### config.mk
export PLATFORM = sky130hd
export DESIGN_NAME = sys_rst_ctrl
export DESIGN_NICKNAME = d
export VERILOG_FILES = /design/src/rtl/sys_rst_pkg.sv /design/src/rtl/rst_prescaler.sv /design/src/rtl/rst_watchdog.sv /design/src/rtl/rst_sequencer.sv /design/src/rtl/sys_rst_ctrl.sv
export SDC_FILE = /design/constraint.sdc
export NUM_CORES = 1
export LEC_CHECK = 0
export BUFFER_PORTS_ARGS = -buffer_cell sky130_fd_sc_hd__buf_2
export CAP_MARGIN = 20
export CORE_ASPECT_RATIO = 0.75
export CORE_MARGIN = 3
export CORE_UTILIZATION = 56
export CTS_CLUSTER_SIZE = 30
export DETAILED_ROUTE_END_ITERATION = 6
export GPL_TIMING_DRIVEN = 0
export PLACE_DENSITY_LB_ADDON = 0.08
export SYNTH_ARGS = -nofsm -noshare
export SYNTH_HDL_FRONTEND = slang
export SYNTH_SLANG_ARGS = --single-unit
### constraint.sdc
create_clock -name clk -period 2.6 [get_ports clk]
set_input_delay 0.52 -clock clk [delete_from_list [all_inputs] [get_ports clk]]
set_output_delay 0.52 -clock clk [all_outputs]
set_load 0.01 [all_outputs]
### src/rtl/sys_rst_pkg.sv
package sys_rst_pkg;
   typedef enum logic [1:0] {
      SEQ_POR  = 2'd0,
      SEQ_PIN  = 2'd1,
      SEQ_POST = 2'd2,
      SEQ_RUN  = 2'd3
   } seq_state_t;

   localparam int CAUSE_W = 3;
   typedef logic [CAUSE_W-1:0] cause_t;

   localparam cause_t CAUSE_POR = 3'b001;
   localparam cause_t CAUSE_WDT = 3'b010;
   localparam cause_t CAUSE_EXT = 3'b100;
endpackage

### src/rtl/rst_prescaler.sv
module rst_prescaler #(
   parameter int PS_W   = 13,
   parameter int CLR_LO = 4,
   parameter int CLR_HI = 12
) (
   input  logic clk,
   input  logic por_n,
   input  logic run,
   input  logic svc,
   output logic tick
);
   logic [PS_W-1:0] ps_q;
   logic [PS_W-1:0] mid_mask;

   // bit mask of the range that a service write clears
   for (genvar b = 0; b < PS_W; b++) begin : g_mask
      if (b >= CLR_LO && b <= CLR_HI) begin : g_in
         assign mid_mask[b] = 1'b1;
      end else begin : g_out
         assign mid_mask[b] = 1'b0;
      end
   end

   always_ff @(posedge clk or negedge por_n) begin
      if (!por_n)      ps_q <= '0;
      else if (!run)   ps_q <= '0;
      else if (svc)    ps_q <= (ps_q + 1'b1) & ~mid_mask;
      else             ps_q <= ps_q + 1'b1;
   end

   // carry out of the top bit
   assign tick = run && (&ps_q);
endmodule

### src/rtl/rst_watchdog.sv
module rst_watchdog #(
   parameter int WD_W = 6
) (
   input  logic            clk,
   input  logic            por_n,
   input  logic            run,
   input  logic            svc,
   input  logic            tick,
   input  logic            hold,
   output logic            bite,
   output logic [WD_W-1:0] count
);
   logic adv;
   assign adv = run && tick && !hold && !svc;

   always_ff @(posedge clk or negedge por_n) begin
      if (!por_n)      count <= '0;
      else if (!run)   count <= '0;
      else if (svc)    count <= '0;
      else if (adv)    count <= count + 1'b1;
   end

   assign bite = adv && (&count);
endmodule

### src/rtl/rst_sequencer.sv
module rst_sequencer
   import sys_rst_pkg::*;
#(
   parameter int POR_HOLD = 4096,
   parameter int PIN_LOW  = 32,
   parameter int POST_LOW = 32
) (
   input  logic   clk,
   input  logic   por_n,
   input  logic   wd_bite,
   input  logic   ext_req,
   output logic   run,
   output logic   rst_int,
   output logic   clk_en,
   output logic   pin_oe_n,
   output cause_t cause
);
   localparam int MAX_A = (POR_HOLD > PIN_LOW) ? POR_HOLD : PIN_LOW;
   localparam int MAX_L = (MAX_A > POST_LOW) ? MAX_A : POST_LOW;
   localparam int CNT_W = $clog2(MAX_L + 1);
   localparam logic [CNT_W-1:0] END_POR  = CNT_W'(POR_HOLD - 1);
   localparam logic [CNT_W-1:0] END_PIN  = CNT_W'(PIN_LOW - 1);
   localparam logic [CNT_W-1:0] END_POST = CNT_W'(POST_LOW - 1);

   seq_state_t       st_q;
   logic [CNT_W-1:0] cnt_q;

   always_ff @(posedge clk or negedge por_n) begin
      if (!por_n) begin
         st_q  <= SEQ_POR;
         cnt_q <= '0;
         cause <= CAUSE_POR;
      end else begin
         case (st_q)
            SEQ_POR: begin
               if (cnt_q == END_POR) begin
                  st_q  <= SEQ_PIN;
                  cnt_q <= '0;
               end else cnt_q <= cnt_q + 1'b1;
            end
            SEQ_PIN: begin
               if (cnt_q == END_PIN) begin
                  st_q  <= SEQ_POST;
                  cnt_q <= '0;
               end else cnt_q <= cnt_q + 1'b1;
            end
            SEQ_POST: begin
               if (cnt_q == END_POST) begin
                  st_q  <= SEQ_RUN;
                  cnt_q <= '0;
               end else cnt_q <= cnt_q + 1'b1;
            end
            default: begin
               cnt_q <= '0;
               if (wd_bite) begin
                  st_q  <= SEQ_PIN;
                  cause <= CAUSE_WDT;
               end else if (ext_req) begin
                  st_q  <= SEQ_PIN;
                  cause <= CAUSE_EXT;
               end
            end
         endcase
      end
   end

   assign run      = (st_q == SEQ_RUN);
   assign rst_int  = (st_q != SEQ_RUN);
   assign clk_en   = (st_q != SEQ_POR);
   assign pin_oe_n = !((st_q == SEQ_POR) || (st_q == SEQ_PIN));
endmodule

### src/rtl/sys_rst_ctrl.sv
module sys_rst_ctrl
   import sys_rst_pkg::*;
#(
   parameter int                POR_HOLD = 4096,
   parameter int                PIN_LOW  = 32,
   parameter int                POST_LOW = 32,
   parameter int                PS_W     = 13,
   parameter int                CLR_LO   = 4,
   parameter int                CLR_HI   = 12,
   parameter int                WD_W     = 6,
   parameter int                ADDR_W   = 16,
   parameter logic [ADDR_W-1:0] SVC_ADDR = '1
) (
   input  logic              clk,
   input  logic              por_n,
   input  logic              wr_en,
   input  logic [ADDR_W-1:0] wr_addr,
   input  logic              wd_hold,
   input  logic              rst_pin_in,
   output logic              rst_int,
   output logic              clk_en,
   output logic              rst_pin_oe_n,
   output logic [2:0]        rst_cause
);
   if (POR_HOLD < 1 || PIN_LOW < 1 || POST_LOW < 1) begin : g_bad_len
      $error("sys_rst_ctrl: phase lengths must be at least 1");
   end
   if (CLR_HI >= PS_W || CLR_LO > CLR_HI || CLR_LO < 0) begin : g_bad_clr
      $error("sys_rst_ctrl: clear range must lie inside the prescaler");
   end
   if (WD_W < 1 || ADDR_W < 1) begin : g_bad_w
      $error("sys_rst_ctrl: widths must be positive");
   end

   logic            run;
   logic            svc_hit;
   logic            ps_tick;
   logic            wd_bite;
   logic [WD_W-1:0] wd_cnt;
   cause_t          cause;

   assign svc_hit = run && wr_en && (wr_addr == SVC_ADDR);

   rst_prescaler #(.PS_W(PS_W), .CLR_LO(CLR_LO), .CLR_HI(CLR_HI)) u_ps (
      .clk(clk), .por_n(por_n), .run(run), .svc(svc_hit), .tick(ps_tick)
   );

   rst_watchdog #(.WD_W(WD_W)) u_wd (
      .clk(clk), .por_n(por_n), .run(run), .svc(svc_hit), .tick(ps_tick),
      .hold(wd_hold), .bite(wd_bite), .count(wd_cnt)
   );

   rst_sequencer #(.POR_HOLD(POR_HOLD), .PIN_LOW(PIN_LOW), .POST_LOW(POST_LOW)) u_seq (
      .clk(clk), .por_n(por_n), .wd_bite(wd_bite), .ext_req(!rst_pin_in),
      .run(run), .rst_int(rst_int), .clk_en(clk_en), .pin_oe_n(rst_pin_oe_n),
      .cause(cause)
   );

   assign rst_cause = cause;
endmodule

==> impl_metrics.yaml <==
power:
  p_seq_share_pct: 44.1
  leakagePower_uw: 0.000995
  ir_worst_vdd_uv: 613
  intPower_uw: 970
  combinationalPowerShare_pct: 30.6
  p_sw_share_pct: 35.8
  pwr-share-clk_pct: 25.2
  p_per_area_mw_per_mm2: 698
  p_sw_uw: 540
critical_path:
  worst_r2r_endpoint: "u_seq.st_q[0]"
  r2r-start: "u_seq.cnt_q[0]"
  start_kind: "flip-flop"
  crit_path_end_kind: "flip-flop"
  worst-path-max-fanout: 4
  r2r_slack_ps: 500
  required_ps: 2800
  ff2ff_path_depth: 6
  criticalPathCategory: "reg -> reg"
  arrival_ps: 2310
timing:
  setup_viol: 0
  max-slew-margin-rel_pct: 46.0
  whs_ps: 322
  setup_slack_ps: 496
  hold_viol: 0
  worst_slew_pin_slew_ps: 810
  fmax_mhz: 475
  grt_setup_unrepaired: "false"
  fin_crit_ps: 2100
  finalCritPeriodShare_pct: 80.9
  setup-tns-final_ps: 0
  skew_ps: 7.05
  finalMaxSlewViolations: 0
floorplanning:
  num_rows: 17
  coreArea_mm2: 0.00308
  die_h_um: 56.5
  die-area_mm2: 0.00414
  io_pins: 27
  die_width_um: 73.3
  initial_core_util_pct: 61.7
synth:
  ys_ff_latch: 37
  synth_top_flop_cell: "dfrtp_1"
  synth_most_common_cell: "nor2_1"
  ys_seq_area_share_pct: 48.7
  synth_top_cells_by_area: "dfrtp_1 47%, nor2_1 7.9%, xor2_1 6.4%, xnor2_1 5.5%, ha_1 5.3%"
  synth_cells: 187
  synth_edf_count: 0
  synth_top_area_share_pct: 47.3
  ys_async_sr_fraction_pct: 100
  yosysTopAreaCell: "dfrtp_1"
  yosysUniqueCellTypes: 35
  synth_commonest_cells: "40 x nor2_1, 36 x dfrtp_1, 14 x xor2_1"
  synth_nets: 216
  syn_avg_cell_area_um2: 10.2
  syn_area_mm2: 0.00190
  yosysWarnings: 0
route:
  antenna_left: 0
  via_per_inst: 5.57
  dr.first_iter.drc_count: 59
  drc_errors: 0
  vias: 1442
  firstDrtPassIters: 4
  wl_per_cell_um: 13.4
  wl_um: 3470
clock_tree:
  cts.sinks: 37
  cts_root_buf: "clkbuf_8"
  cts.hold.buffers_added: 0
  cts_resized: 0
  cts_htree_levels: 2
  clk_latency_ps: 280
  cts_buffers: 5
  cts_buffer_depth: 2
  cts_setup_buffers: 0
  cts_tree: "built"
  clk_pin_slew_ps: 70
placed_design:
  dp_hpwl_um: 2640
  portBuffers: 26
  preCtsSetupSlack_ps: 413
  place_congestion: 0.766
  dpl_cell_area_mm2: 0.00208
global_routing:
  antenna_found_initial: 0
  grt_max_degree: 38
  grt_pass1_vias: 1453
  gr-total-overflow: 0
  grtUsageTotal_pct: 19.1
  grt_pass1_wl_um: 6280
layout:
  drive_above_1_share_pct: 19.9
  fin_area_mm2: 0.00216
  nNetsFinal: 249
  syn_to_final_growth_pct: 13.7
  antenna_cells: 0
flow_run:
  max-cap-violations: 0
outcome:
  outcome: "finished clean"
min_path:
  hp-class: "in -> async"
-- per-layer routing --
layer,vias to the layer above,global-route usage (%),share of wire (%),routed length [um]
met2,36,28.7,43,1490
met5,-,0,0,0
met3,2,4.83,5.1,178
li1,704,-,-,-
met1,700,27.7,51,1780
met4,0,4.65,0.46,16
-- critical path: stages, from the launching register on --
cell	delay, ps
dfrtp_1	390
ha_1	230
nand4_1	140
o41ai_1	560
o21ai_0	220
a41oi_2	250
mux2i_1	230
-- cells by family after synthesis --
kind of cell             count (synthesis)  synth area share, %
AND/OR/NAND/NOR                         93                 25.5
flip-flops                              37                 48.7
XOR/XNOR                                26                 12.0
AO/OA/AOI/OAI                           11                 5.06
buffers and inverters                    9                 1.91
adder cells (fa/ha/maj)                  8                 5.26
multiplexers                             3                 1.58
-- power by group through the flow --
stage          sequential (uW)  combinational [uW]  clock, uW
2_1_floorplan              666                 319          0
3_3_place_gp               671                 442          0
3_5_place_dp               678                 461          0
4_1_cts                    667                 464        392
5_1_grt                    675                 530        419
6_report                   666                 463        381
-- through the flow --
| step | cells | power (uW) | util (%) |
|---|---|---|---|
| 2_1_floorplan | 187 | 986 | - |
| 3_3_place_gp | 251 | 1110 | 67.5 |
| 3_5_place_dp | 251 | 1140 | 67.5 |
| 4_1_cts | 259 | 1520 | 70.1 |
| 5_1_grt | 259 | 1620 | 70.1 |
| 6_report | 259 | 1510 | 70.1 |
-- flip-flops by register name, summed over array words and instances (netlist names) --
register and count:
u_ps.ps_q 13, u_wd.count 6, u_seq.cause 3, u_seq.st_q 2, u_seq.cnt_q 13
-- cell type report --
cell class,count,area [um2]
multi-input combinational,141,940
sequential,37,927
fill,224,921
timing repair buffer,26,130
clock buffer,6,72.6
tap,38,47.5
inverter,7,26.3
clock inverter,2,10.0
buffer,2,10.0
-- worst max-delay path by stage --
stage | endpoint | cells after the start | slack, ps | start
after floorplan | u_ps.ps_q[10] | 5 | 740 | wr_addr[2]
after global placement | u_wd.count[5] | 6 | 470 | wr_addr[2]
after detailed placement | u_ps.ps_q[12] | 6 | 410 | wr_addr[2]
after CTS | u_seq.st_q[0] | 6 | 510 | u_seq.cnt_q[0]
after global routing | u_seq.st_q[0] | 6 | 310 | u_seq.cnt_q[0]
final | u_seq.st_q[0] | 6 | 500 | u_seq.cnt_q[0]
-- layout by cell type (no fill, tap or decap), types with 3 or more instances in the layout --
cell       n
nor2_1    40
dfrtp_1   36
buf_2     28
xor2_1    14
nand2_1   13
xnor2_1   12
nand3_1   11
ha_1       8
inv_1      7
nand4_1    6
clkbuf_8   5
nand2b_1   4
nor4_1     4
and3_1     3
mux2i_1    3
Power figures use the tool's default switching activity.
